===== src/rtl/elastic_pkg.sv =====
package elastic_pkg;

    // Data-register load policy
    typedef enum logic {
        LOAD_ON_ACCEPT = 1'b0,   // write only when a word is accepted
        LOAD_ON_OPEN   = 1'b1    // write whenever the stage is ready
    } load_mode_e;

    // Per-cycle transfer events produced by the control path
    typedef struct packed {
        logic take;   // upstream transfer this cycle
        logic give;   // downstream transfer this cycle
        logic open;   // stage ready for input this cycle
    } xfer_t;

    function automatic logic hs_fire(input logic vld, input logic rdy);
        return vld & rdy;
    endfunction

endpackage


===== src/rtl/elastic_ctrl.sv =====
module elastic_ctrl
    import elastic_pkg::*;
(
    input  logic  clk,
    input  logic  rst,
    input  logic  in_valid,
    input  logic  out_ready,
    output logic  out_valid,
    output xfer_t xf
);

    logic full_q;

    // Mealy ready: open when empty or when the held word leaves now
    always_comb begin
        xf.open = out_ready | ~full_q;
        xf.take = hs_fire(in_valid, xf.open);
        xf.give = hs_fire(full_q, out_ready);
    end

    always_ff @(posedge clk) begin
        if (rst)
            full_q <= 1'b0;
        else if (xf.take)
            full_q <= 1'b1;
        else if (xf.give)
            full_q <= 1'b0;
    end

    assign out_valid = full_q;

    // an accepted word makes the slot occupied
    p_fill_r4: assert property (@(posedge clk) disable iff (rst)
        xf.take |=> out_valid);

    // draining with nothing arriving empties the slot
    p_drain_r4: assert property (@(posedge clk) disable iff (rst)
        (xf.give && !xf.take) |=> !out_valid);

    // reset empties the slot
    p_rst_empty_r6: assert property (@(posedge clk)
        rst |=> !out_valid);

endmodule


===== src/rtl/elastic_dreg.sv =====
module elastic_dreg
    import elastic_pkg::*;
#(
    parameter int         WIDTH      = 16,
    parameter bit         CLEAR_DATA = 1'b1,
    parameter load_mode_e LOAD_MODE  = LOAD_ON_ACCEPT
) (
    input  logic             clk,
    input  logic             rst,
    input  xfer_t            xf,
    input  logic [WIDTH-1:0] d,
    output logic [WIDTH-1:0] q
);

    logic ld;

    generate
        if (LOAD_MODE == LOAD_ON_ACCEPT) begin : g_gated
            assign ld = xf.take;
        end else begin : g_open
            assign ld = xf.open;
        end
    endgenerate

    generate
        if (CLEAR_DATA) begin : g_clr
            always_ff @(posedge clk) begin
                if (rst)
                    q <= '0;
                else if (ld)
                    q <= d;
            end
        end else begin : g_noclr
            always_ff @(posedge clk) begin
                if (ld)
                    q <= d;
            end
        end
    endgenerate

endmodule


===== src/rtl/elastic_stage.sv =====
module elastic_stage
    import elastic_pkg::*;
#(
    parameter int         WIDTH      = 16,
    parameter bit         CLEAR_DATA = 1'b1,
    parameter load_mode_e LOAD_MODE  = LOAD_ON_ACCEPT
) (
    input  logic             clk,
    input  logic             rst,
    input  logic             in_valid,
    output logic             in_ready,
    input  logic [WIDTH-1:0] in_data,
    output logic             out_valid,
    input  logic             out_ready,
    output logic [WIDTH-1:0] out_data
);

    xfer_t xf;

    elastic_ctrl u_ctrl (
        .clk       (clk),
        .rst       (rst),
        .in_valid  (in_valid),
        .out_ready (out_ready),
        .out_valid (out_valid),
        .xf        (xf)
    );

    elastic_dreg #(
        .WIDTH      (WIDTH),
        .CLEAR_DATA (CLEAR_DATA),
        .LOAD_MODE  (LOAD_MODE)
    ) u_dreg (
        .clk (clk),
        .rst (rst),
        .xf  (xf),
        .d   (in_data),
        .q   (out_data)
    );

    assign in_ready = xf.open;

    // an empty stage always reports ready
    p_ready_empty_r2: assert property (@(posedge clk) disable iff (rst)
        !out_valid |-> in_ready);

    // a stalled word is held unchanged
    p_stall_hold_r3: assert property (@(posedge clk) disable iff (rst)
        (out_valid && !out_ready) |=> (out_valid && $stable(out_data)));

    // an accepted word is what appears next at the output
    p_capture_r5: assert property (@(posedge clk) disable iff (rst)
        (in_valid && in_ready) |=> (out_data == $past(in_data)));

    generate
        if (CLEAR_DATA) begin : g_chk_clr
            // reset clears the data register
            p_data_clear_r7: assert property (@(posedge clk)
                rst |=> (out_data == '0));
        end
        if (LOAD_MODE == LOAD_ON_ACCEPT) begin : g_chk_gated
            // no accepted word, no change
            p_gate_hold_r8: assert property (@(posedge clk) disable iff (rst)
                !(in_valid && in_ready) |=> $stable(out_data));
        end else begin : g_chk_open
            // data follows the input whenever ready
            p_open_load_r9: assert property (@(posedge clk) disable iff (rst)
                in_ready |=> (out_data == $past(in_data)));
        end
    endgenerate

endmodule


===== config.mk =====
export PLATFORM = sky130hd
export DESIGN_NAME = elastic_stage
export DESIGN_NICKNAME = d
export VERILOG_FILES = /design/src/rtl/elastic_pkg.sv /design/src/rtl/elastic_ctrl.sv /design/src/rtl/elastic_dreg.sv /design/src/rtl/elastic_stage.sv
export SDC_FILE = /design/constraint.sdc
export NUM_CORES = 1
export LEC_CHECK = 0
export BUFFER_PORTS_ARGS = -buffer_cell sky130_fd_sc_hd__buf_2
export CORE_MARGIN = 3
export CORE_UTILIZATION = 47
export DETAILED_ROUTE_END_ITERATION = 8
export PLACE_DENSITY = 0.78
export SKIP_LAST_GASP = 1
export SYNTH_ARGS = -nofsm -noshare
export SYNTH_HDL_FRONTEND = slang
export SYNTH_SLANG_ARGS = --single-unit

===== constraint.sdc =====
create_clock -name clk -period 3.15 [get_ports clk]
set_clock_uncertainty 0.15 [all_clocks]
set_input_delay 0.315 -clock clk [delete_from_list [all_inputs] [get_ports clk]]
set_output_delay 0.315 -clock clk [all_outputs]
set_load 0.1 [all_outputs]

==> impl_metrics.yaml <==
run_status:
  status: "finished, final reports clean"
pwr:
  internal_power_uw: 312
  clkPwrFrac: 0.224
  comb_power_share: 0.321
  peakVddDrop_mv: 0.296
  p_total_uw: 513
  p_seq_frac: 0.455
  power_leakage_uw: 0.000442
  power_switching_uw: 201
  power_density_nw_per_um2: 535
  p_sw_frac: 0.391
floorplan:
  ios: 38
  rows: 14
  design.die.area_um2: 2220
  initial_core_util: 0.515
  die_height_um: 47.1
  die_w_um: 47.1
  core_um2: 1540
detailed_routing:
  num_vias: 649
  highest_layer: "met4"
  route.met2.wl_um: 767
  post_drt_wl_per_cell_um: 12.3
  drc: 0
  postRouteAntennaNets: 0
  dr_wl_met3_um: 85
  drt_iter0_markers: 3
  wl_mm: 1.54
  via_per_inst: 5.19
  drt_pre_antenna_iters: 2
  wl_met1_um: 670
sta:
  fmax_ghz: 0.535
  rsz0062_at_grt: "false"
  fin_crit_sh: 0.593
  finalHoldViolCount: 0
  tightest_slew_ns: 0.527
  tns_ns: 0
  fin_crit_ns: 1.87
  slew-limit-headroom: 0.648
  slew_viol_final: 0
  setup_viol: 0
yosys:
  syn-num-nets: 98
  syn_area_per_cell_um2: 10.2
  synthDistinctLibCells: 11
  synth_top_family_by_area: "compound AO/OA/AOI/OAI gates"
  synth_most_common_cell: "dfxtp_1"
  synth_edf_count: 0
  async_flop_share: 0
  synth-seq-cells: 17
  synth_fa_ha_area_frac: 0
  ys_warn_count: 0
  synth_xor_area_frac: 0
  netlist_top_cells_area: "dfxtp_1, a21bo_1, a21oi_2"
  netlist_instances: 78
  muxShareOfSynthArea: 0
  synth_common_cells: "dfxtp_1, nand3_1, a21bo_1, a21oi_2"
  synth-compound-area-share: 0.365
  yosysTopAreaCellShare: 0.428
  synth_top_area_cell: "dfxtp_1"
  ys.flop_type: "dfxtp_1"
  ys_seq_area_frac: 0.428
  synth.cell_area_um2: 795
  yosys.area_share.simple: 0.118
worst_setup_path:
  crit_fanout: 34
  critPathSlowestCell: "buf_2"
  worst_ep_arrival_time_ns: 1.40
  critical-path-top-delay-family: "buffers and inverters"
  crit_path_start_kind: "flip-flop"
  cp.required_ns: 2.68
  critPathKind: "flip-flop to output port"
  critPathMaxStageDelay_ns: 0.50
  critPathCaptureType: "output port"
  worst-path-buf-inv: 1
  crit_chain: "nand2b_4 > buf_2"
clock_network:
  h-tree-depth: 1
  clk_pin_slew_ns: 0.10
  cts_buffer_depth: 2
  cts_setup_buffers: 0
  cts_buffers: 3
  ctsResizeCount: 0
  clock-sinks: 17
  cts_tree: "yes"
  clk_latency_ns: 0.28
  hold_buffers: 0
  clockRootBuffer: "clkbuf_4"
global_route:
  overflow: 0
  grtUsageTotal: 0.157
  grt_pass1_vias: 585
  grt_pass1_wl_mm: 2.46
  antenna_found_initial: 0
  grt_max_degree: 35
place:
  gp_congestion: 0.642
  io_buffers: 37
  dp.cells: 121
  dp.final_hpwl_mm: 1.01
cells_and_area:
  finalNonFillerCells: 125
  area_delta_synth_final_pct: 20.8
  finalNetCount: 130
  nFillCells: 146
  diodes: 0
  drive_above_1_share: 0.523
hold_path:
  min_path_type: "input port to flip-flop"
flow_run:
  maxCapViolCount: 0
==> worst reg2reg max path, stage by stage (launching register included) <==
cell and delay [ns]:
dfxtp_1 0.38, nand2b_4 0.21, a21bo_2 0.27, a21oi_1 0.13
==> metal layers <==
| metal | GRT usage | vias up |
|---|---|---|
| met2 | 0.260 | 14 |
| met5 | 0 | - |
| met1 | 0.188 | 299 |
| li1 | - | 334 |
| met3 | 0.0345 | 2 |
| met4 | 0.0829 | 0 |
==> layout make-up <==
type / instances / area, µm² / share of cell area
tap: 16 / 20.0 / 0.0209
sequential: 17 / 340 / 0.355
timing repair buffer: 37 / 185 / 0.193
clock buffer: 4 / 26.3 / 0.0274
multi-input combinational: 50 / 384 / 0.400
inverter: 1 / 3.75 / 0.00391
==> power groups by stage <==
stage               Sequential [µW]  Clock, µW  Combinational (µW)
floorplan                       330          0                50.8
finish                          233        115                 165
global route                    235        128                 173
CTS                             233        119                 166
detailed placement              238          0                 165
global placement                238          0                 164
==> per-stage QoR <==
step	hold WS (ns)	area, µm²	utilization	setup WS, ns
5_1_grt	0.114	960	0.623	1.21
3_5_place_dp	0.417	933	0.606	1.47
2_1_floorplan	0.312	795	-	1.14
3_3_place_gp	0.410	933	0.606	1.48
6_report	0.119	960	0.623	1.28
4_1_cts	0.114	960	0.623	1.26
==> final timing paths <==
kind	start	endpoint	slack, ns	depth (start not counted)
hold reg to reg	u_dreg.q[11]$_SDFFE_PP0P_	u_dreg.q[11]$_SDFFE_PP0P_	0.43	2
setup / recovery	u_ctrl.out_valid$_SDFFE_PP0P_	in_ready	1.28	2
setup reg to reg	u_ctrl.out_valid$_SDFFE_PP0P_	u_dreg.q[15]$_SDFFE_PP0P_	1.94	3
hold / removal	in_data[11]	u_dreg.q[11]$_SDFFE_PP0P_	0.12	3
==> layout by cell type, fill, tap and decap left out <==
cell type  netlist  routed
clkbuf_1         2       1
inv_1            1       1
dfxtp_1         17      17
a21oi_2         12      12
clkbuf_4         0       3
a21bo_2          4       4
buf_2            5      37
a21bo_1         12      12
nand3_1         16      16
nand2b_4         1       1
a21oi_1          5       5
==> registers in the layout (all words and copies together), names as in the netlist <==
signal	cells
u_dreg.q	16
u_ctrl.out_valid	1
==> logic make-up after synthesis <==
logic type	count (synthesis)
simple gates	17
compound gates	33
buf+inv	11
flops	17
Note: power is estimated with default switching activity, not from simulation.
